### src/rtl/lane_store_pkg.sv
package lane_store_pkg;

  // Byte offset of a lane inside one vector register.
  localparam int LANE_OFS_W = 4;

  typedef struct packed {
    logic load;     // capture a legal command
    logic advance;  // step to the next element
  } seqStrobe_t;

  typedef struct packed {
    logic                  undef;
    logic [1:0]            scale;     // log2 of element bytes
    logic [LANE_OFS_W-1:0] laneByte;  // first register byte of the element
    logic [1:0]            lastIdx;   // element count minus one
  } elemDecode_t;

  function automatic elemDecode_t decodeElem(
    input logic       q,
    input logic       s,
    input logic [1:0] size,
    input logic [2:0] opcode,
    input logic       r
  );
    elemDecode_t d;
    d = '0;
    d.lastIdx = {opcode[0], r};
    case (opcode[2:1])
      2'b00: begin
        d.scale    = 2'd0;
        d.laneByte = {q, s, size};
      end
      2'b01: begin
        d.undef    = size[0];
        d.scale    = 2'd1;
        d.laneByte = {q, s, size[1], 1'b0};
      end
      2'b10: begin
        if (size[1]) begin
          d.undef = 1'b1;
        end else if (!size[0]) begin
          d.scale    = 2'd2;
          d.laneByte = {q, s, 2'b00};
        end else begin
          d.undef    = s;
          d.scale    = 2'd3;
          d.laneByte = {q, 3'b000};
        end
      end
      default: d.undef = 1'b1;
    endcase
    return d;
  endfunction

endpackage

### src/rtl/lane_store_dp.sv
module lane_store_dp
  import lane_store_pkg::*;
#(
  parameter int ADDR_W    = 64,
  parameter int VREG_W    = 128,
  parameter int REG_IDX_W = 5,
  parameter int SP_ALIGN  = 16
) (
  input  logic                 clk,
  input  logic                 rstN,
  input  seqStrobe_t           strobe,
  input  logic                 cmdQ,
  input  logic                 cmdS,
  input  logic [1:0]           cmdSize,
  input  logic [2:0]           cmdOpcode,
  input  logic                 cmdR,
  input  logic [REG_IDX_W-1:0] cmdRt,
  input  logic [REG_IDX_W-1:0] cmdRn,
  input  logic [ADDR_W-1:0]    gpData,
  input  logic [ADDR_W-1:0]    spData,
  input  logic [VREG_W-1:0]    vrData,
  output logic [REG_IDX_W-1:0] gpAddr,
  output logic [REG_IDX_W-1:0] vrAddr,
  output logic [ADDR_W-1:0]    wrAddr,
  output logic [63:0]          wrData,
  output logic [3:0]           wrBytes,
  output logic                 decUndef,
  output logic                 decMisaligned,
  output logic                 lastElem
);

  localparam int ALIGN_LSB = $clog2(SP_ALIGN);
  localparam logic [REG_IDX_W-1:0] SP_SEL = '1;

  elemDecode_t               dec;
  logic                      useSp;
  logic [ADDR_W-1:0]         baseSel;
  logic [ADDR_W-1:0]         curAddr;
  logic [REG_IDX_W-1:0]      curT;
  logic [1:0]                remaining;
  logic [1:0]                scaleR;
  logic [LANE_OFS_W-1:0]     laneByteR;
  logic [VREG_W-1:0]         shifted;

  assign dec           = decodeElem(cmdQ, cmdS, cmdSize, cmdOpcode, cmdR);
  assign decUndef      = dec.undef;
  assign gpAddr        = cmdRn;
  assign useSp         = (cmdRn == SP_SEL);
  assign baseSel       = useSp ? spData : gpData;
  assign decMisaligned = useSp && (|baseSel[ALIGN_LSB-1:0]);

  always_ff @(posedge clk) begin
    if (!rstN) begin
      curAddr   <= '0;
      curT      <= '0;
      remaining <= '0;
      scaleR    <= '0;
      laneByteR <= '0;
    end else if (strobe.load) begin
      curAddr   <= baseSel;
      curT      <= cmdRt;
      remaining <= dec.lastIdx;
      scaleR    <= dec.scale;
      laneByteR <= dec.laneByte;
    end else if (strobe.advance) begin
      curAddr   <= curAddr + ADDR_W'(wrBytes);
      curT      <= curT + 1'b1;
      remaining <= remaining - 1'b1;
    end
  end

  assign vrAddr   = curT;
  assign wrAddr   = curAddr;
  assign wrBytes  = 4'd1 << scaleR;
  assign lastElem = (remaining == 2'd0);
  assign shifted  = vrData >> {laneByteR, 3'b000};

  always_comb begin
    case (scaleR)
      2'd0:    wrData = {56'd0, shifted[7:0]};
      2'd1:    wrData = {48'd0, shifted[15:0]};
      2'd2:    wrData = {32'd0, shifted[31:0]};
      default: wrData = shifted[63:0];
    endcase
  end

  // every loaded lane lies wholly inside the register
  a_r2_lane_fits: assert property (@(posedge clk) disable iff (!rstN)
    strobe.load |=> ({1'b0, laneByteR} + {1'b0, wrBytes}) <= 5'd16);

  // register number steps by one, wrapping, on each advance
  a_r7_reg_wrap: assert property (@(posedge clk) disable iff (!rstN)
    strobe.advance |=> vrAddr == REG_IDX_W'($past(vrAddr) + 1'b1));

endmodule

### src/rtl/lane_store_ctrl.sv
module lane_store_ctrl
  import lane_store_pkg::*;
(
  input  logic       clk,
  input  logic       rstN,
  input  logic       cmdValid,
  input  logic       decUndef,
  input  logic       decMisaligned,
  input  logic       lastElem,
  input  logic       wrReady,
  output logic       cmdReady,
  output logic       wrValid,
  output seqStrobe_t strobe,
  output logic       undefFlag,
  output logic       alignFault,
  output logic       done
);

  typedef enum logic {ST_IDLE, ST_ISSUE} seqState_t;

  seqState_t state;
  logic      accept;
  logic      finish;

  assign cmdReady       = (state == ST_IDLE);
  assign wrValid        = (state == ST_ISSUE);
  assign accept         = cmdValid && cmdReady;
  assign finish         = wrValid && wrReady && lastElem;
  assign strobe.load    = accept && !decUndef && !decMisaligned;
  assign strobe.advance = wrValid && wrReady && !lastElem;

  always_ff @(posedge clk) begin
    if (!rstN) begin
      state      <= ST_IDLE;
      undefFlag  <= 1'b0;
      alignFault <= 1'b0;
      done       <= 1'b0;
    end else begin
      undefFlag  <= accept && decUndef;
      alignFault <= accept && !decUndef && decMisaligned;
      done       <= finish;
      if (strobe.load)  state <= ST_ISSUE;
      else if (finish)  state <= ST_IDLE;
    end
  end

  // at most one status pulse per cycle
  a_r10_flags_exclusive: assert property (@(posedge clk) disable iff (!rstN)
    $onehot0({undefFlag, alignFault, done}));

  // undefined command leaves the block idle
  a_r10_undef_idle: assert property (@(posedge clk) disable iff (!rstN)
    undefFlag |-> cmdReady && !wrValid);

  // done only follows acceptance of the last element
  a_r9_done_after_last: assert property (@(posedge clk) disable iff (!rstN)
    done |-> $past(wrValid && wrReady && lastElem));

endmodule

### src/rtl/lane_store_seq.sv
module lane_store_seq
  import lane_store_pkg::*;
#(
  parameter int ADDR_W   = 64,
  parameter int VREG_W   = 128,
  parameter int REG_CNT  = 32,
  parameter int SP_ALIGN = 16,
  localparam int REG_IDX_W = $clog2(REG_CNT)
) (
  input  logic                 clk,
  input  logic                 rstN,
  input  logic                 cmdValid,
  output logic                 cmdReady,
  input  logic                 cmdQ,
  input  logic                 cmdS,
  input  logic [1:0]           cmdSize,
  input  logic [2:0]           cmdOpcode,
  input  logic                 cmdR,
  input  logic [REG_IDX_W-1:0] cmdRt,
  input  logic [REG_IDX_W-1:0] cmdRn,
  output logic [REG_IDX_W-1:0] gpAddr,
  input  logic [ADDR_W-1:0]    gpData,
  input  logic [ADDR_W-1:0]    spData,
  output logic [REG_IDX_W-1:0] vrAddr,
  input  logic [VREG_W-1:0]    vrData,
  output logic                 wrValid,
  input  logic                 wrReady,
  output logic [ADDR_W-1:0]    wrAddr,
  output logic [63:0]          wrData,
  output logic [3:0]           wrBytes,
  output logic                 wrRelease,
  output logic                 undefFlag,
  output logic                 alignFault,
  output logic                 done
);

  seqStrobe_t strobe;
  logic       decUndef;
  logic       decMisaligned;
  logic       lastElem;

  lane_store_ctrl u_ctrl (
    .clk          (clk),
    .rstN         (rstN),
    .cmdValid     (cmdValid),
    .decUndef     (decUndef),
    .decMisaligned(decMisaligned),
    .lastElem     (lastElem),
    .wrReady      (wrReady),
    .cmdReady     (cmdReady),
    .wrValid      (wrValid),
    .strobe       (strobe),
    .undefFlag    (undefFlag),
    .alignFault   (alignFault),
    .done         (done)
  );

  lane_store_dp #(
    .ADDR_W   (ADDR_W),
    .VREG_W   (VREG_W),
    .REG_IDX_W(REG_IDX_W),
    .SP_ALIGN (SP_ALIGN)
  ) u_dp (
    .clk          (clk),
    .rstN         (rstN),
    .strobe       (strobe),
    .cmdQ         (cmdQ),
    .cmdS         (cmdS),
    .cmdSize      (cmdSize),
    .cmdOpcode    (cmdOpcode),
    .cmdR         (cmdR),
    .cmdRt        (cmdRt),
    .cmdRn        (cmdRn),
    .gpData       (gpData),
    .spData       (spData),
    .vrData       (vrData),
    .gpAddr       (gpAddr),
    .vrAddr       (vrAddr),
    .wrAddr       (wrAddr),
    .wrData       (wrData),
    .wrBytes      (wrBytes),
    .decUndef     (decUndef),
    .decMisaligned(decMisaligned),
    .lastElem     (lastElem)
  );

  assign wrRelease = wrValid;

  // a stalled request keeps its contents
  a_r9_hold: assert property (@(posedge clk) disable iff (!rstN)
    wrValid && !wrReady |=> wrValid && $stable(wrAddr) && $stable(wrData) && $stable(wrBytes));

  // next address is previous plus the element byte count
  a_r1_addr_step: assert property (@(posedge clk) disable iff (!rstN)
    wrValid && wrReady && !lastElem |=> wrAddr == $past(wrAddr) + ADDR_W'($past(wrBytes)));

  // an alignment fault never coincides with a write
  a_r8_fault_no_write: assert property (@(posedge clk) disable iff (!rstN)
    alignFault |-> !wrValid);

endmodule

### config.mk
export PLATFORM = sky130hd
export DESIGN_NAME = lane_store_seq
export DESIGN_NICKNAME = d
export VERILOG_FILES = /design/src/rtl/lane_store_pkg.sv /design/src/rtl/lane_store_dp.sv /design/src/rtl/lane_store_ctrl.sv /design/src/rtl/lane_store_seq.sv
export SDC_FILE = /design/constraint.sdc
export NUM_CORES = 1
export LEC_CHECK = 0
export ABC_AREA = 1
export CAP_MARGIN = 20
export CORE_AREA = 2 2 163 165
export CTS_BUF_LIST = sky130_fd_sc_hd__clkbuf_16
export DETAILED_ROUTE_END_ITERATION = 10
export DIE_AREA = 0 0 165 167
export DONT_BUFFER_PORTS = 1
export PLACE_DENSITY = 0.65
export SYNTH_ARGS = -nofsm -noshare
export SYNTH_HDL_FRONTEND = slang
export SYNTH_SLANG_ARGS = --single-unit
export TNS_END_PERCENT = 100
### constraint.sdc
create_clock -name clk -period 3 [get_ports clk]
set_input_delay 0.3 -clock clk [delete_from_list [all_inputs] [get_ports clk]]
set_output_delay 0.3 -clock clk [all_outputs]
set_load 0.01 [all_outputs]
==> metrics <==
Setup crit end kind output port; Max VDD drop 0.262 mV; Worst path most repeated cell o21ai_0; Global Route met3 Usage 8.84%; vias in the first global route 12.3k; Hold Crit Class in -> reg; Rel. slew slack 58.2%; Cell Area, Placed 11100 um^2; Flop pwr share 33.3%; MaxCap Viol Count 0; Core Util, Final 44.3%; Levels on crit path 9; I/O pins 426; R2R Path Start u_dp.scaleR[1]; Vias 13.5k; setup violators final 0; Gate power share 38.3%; final hold vios 0; first-pass GRT wire length 70700 um; commonest non-fill, non-tap cell in the layout nand2_1; Max Clk Rate 374 MHz; HPWL after detailed placement 36300 um; Finished Layout Cells 2263; fraction of power consumed by the clock network 28.4%; final antenna-violating net count 0; Clk pin slew, worst setup/hold paths 0.06 ns; synthesized flop and latch total 81; Least-Margin Pin Slew 0.625 ns; startpoint types register; sequential area share after synthesis 15.1%; # hold bufs at CTS 0; Area Growth Syn to Fin 6.56%; outcome completed; Hold Path End u_dp.vrAddr[0]; RSZ-0062 raised after global routing no; Syn Nets 2267; Fin Setup TNS 0 ns; RR Endpoint u_dp.wrAddr[34]; initial antenna violation count 2; Hold WS 0.0804 ns; die area 27600 um^2; Skew-Pair Late Insertion Delay 0.36 ns; drt pass-1 iters 6; Setup Skew 0.0102 ns; nets@finish 2204; post-cts resize count 0; largest net degree at the start of global routing 123; Max Slew Vio Count 0; share of layout cells above drive strength 1 7.32%; Die X-Extent 165 um; crit-path cells inv_2 > buf_12 > nand2_1 > nand3_1 > o21ai_0 > o21ai_0 > a221oi_1 > nor2_1 > buf_4; CP peak stage delay 0.36 ns; Slowest-stage cell, CP dfxtp_4; HP Start rstN; Top Usage Layer GRT met2; worst hold path depth 2; Pleak 0.00471 uW; Finished Cell Area 11400 um^2; fin crit share 89.1%; most frequent cells in the layout nand2_1, o21ai_0, nor2_1; kind of critical path reg -> out; met1 layer usage reported by global route 40.9%; Initial Util 41.6%; # H-tree levels 3; core footprint 25800 um^2; wire length per cell 20.9 um; Post-Syn Area 10700 um^2; Critical Path Fanout Max 54; overflow left after global routing 0; R2R cell count 14; Setup Fix Bufs, Post-CTS 0; buffer and inverter count on the worst path 3; internal power 2340 uW; CTS Buffer Depth 2; WL final 47400 um; drc violations 0; vias per cell 5.97; CP required 2.70 ns; distinct cell type count after synthesis 48; yosys warns 0; Final min period 2.67 ns; CTS tree done; Root Buffer Master clkbuf_16; flop2flop setup slack 0.57 ns; I/O Buffers 0; Net Sw Power 1700 uW; Sink Count 81; all-layer global routing usage 32.9%; average size of a mapped cell 5.40 um^2; placed cells 2245; drt first-iter violations 1548; std cell rows 59; PD cells 354 nW/um^2; Crit path max-delay family buffers and inverters; routing usage on met2 51.8%; Sw Share 42.1%; number of CTS-inserted buffers 9; Worst EP arrival 2.37 ns; RePlAce Congestion 1.04; Mapped Cells 1984; Die Y 167 um
==> worst register-to-register path, stage by stage, from the launching register on <==
cell	delay [ns]
dfxtp_1	0.35
nor2_1	0.18
ha_1	0.27
ha_1	0.18
inv_1	0.04
nand2_1	0.12
inv_2	0.07
o21bai_4	0.28
nand2_4	0.16
nor2_4	0.25
nand3_1	0.11
nand2_1	0.07
nand2_1	0.05
a21oi_1	0.13
nor2_1	0.06
==> flip-flops by register name (all words and copies together), names as in the netlist, 2 cells and up <==
name and cells:
u_dp.laneByteR 4, u_dp.remaining 2, u_dp.vrAddr 5, u_dp.scaleR 2, u_dp.wrAddr 64
==> synth_stat cells (all sizes together) <==
master,count,area (um^2)
or2,13,81.3
xnor2,22,193
a211oi,9,72.6
nand4,23,144
clkbuf,82,308
buf,54,287
o21ai,227,1140
o221ai,3,26.3
xor2,19,166
o211ai,36,270
a31oi,29,181
ha,5,62.6
clkinv,3,11.3
nand3b,7,52.6
mux2i,27,270
nor4,5,31.3
nand2,665,2520
nor2,188,726
o2111a,1,11.3
and2b,1,7.51
nor3,19,110
mux2,22,248
a21oi,130,651
inv,136,510
o21a,1,7.51
a221oi,17,149
nor3b,2,15.0
and2,1,6.26
o31ai,6,45.0
nand3,143,726
o21bai,2,26.3
o22ai,5,31.3
dfxtp,81,1620
==> layer usage <==
layer / vias to the layer above / wire (um)
li1: 6489 / -
met1: 6085 / 18500
met2: 793 / 20900
met3: 137 / 5330
met4: 0 / 2680
met5: - / 0
==> cells by family (layout without fill, tap and decap cells) <==
logic type / Yosys count / in the layout / synth area share (%)
AOI/OAI and AO/OA: 466 / 466 / 24.4
xor gates and xnor gates: 41 / 41 / 3.35
adders and majority gates: 5 / 5 / 0.584
buffers and inverters: 275 / 217 / 10.4
DFF: 81 / 81 / 15.1
muxes: 49 / 49 / 4.83
other: 0 / 2 / 0
and+or+nand+nor: 1067 / 1067 / 41.3
==> power groups by stage <==
stage	registers (uW)	clock network [uW]	logic, uW
detailed placement	1360	0	1520
CTS	1340	1160	1530
global placement	1360	0	1500
global route	1350	1210	1740
finish	1340	1150	1550
floorplan	1300	0	1150
==> final cells by class <==
type / count / area [um^2]
Clock inverter: 7 / 68.8
Antenna cell: 2 / 5.00
Tap cell: 335 / 419
Timing Repair Buffer: 62 / 566
Multi-Input combinational cell: 1628 / 7980
Fill cell: 2822 / 14300
Sequential cell: 81 / 1630
Inverter: 139 / 522
Clock buffer: 9 / 225
==> stage by stage <==
step / total power (uW) / setup slack, ns
after floorplan: 2450 / 0.573
after global placement: 2870 / 0.573
after detailed placement: 2880 / 0.575
after CTS: 4030 / 0.388
after global routing: 4300 / 0.182
final: 4040 / 0.327
==> worst max path at each step <==
stage,from,endpoint,slack [ns]
2_1_floorplan,u_dp.scaleR[1],u_dp.wrAddr[26],0.57
3_3_place_gp,u_dp.wrAddr[18],u_dp.wrAddr[53],0.57
3_5_place_dp,cmdRn[4],u_dp.wrAddr[60],0.57
4_1_cts,u_dp.laneByteR[1],wrData[15],0.39
5_1_grt,u_dp.laneByteR[0],wrData[22],0.18
6_report,u_dp.laneByteR[0],wrData[22],0.33
(Power assumes the default switching activity.)
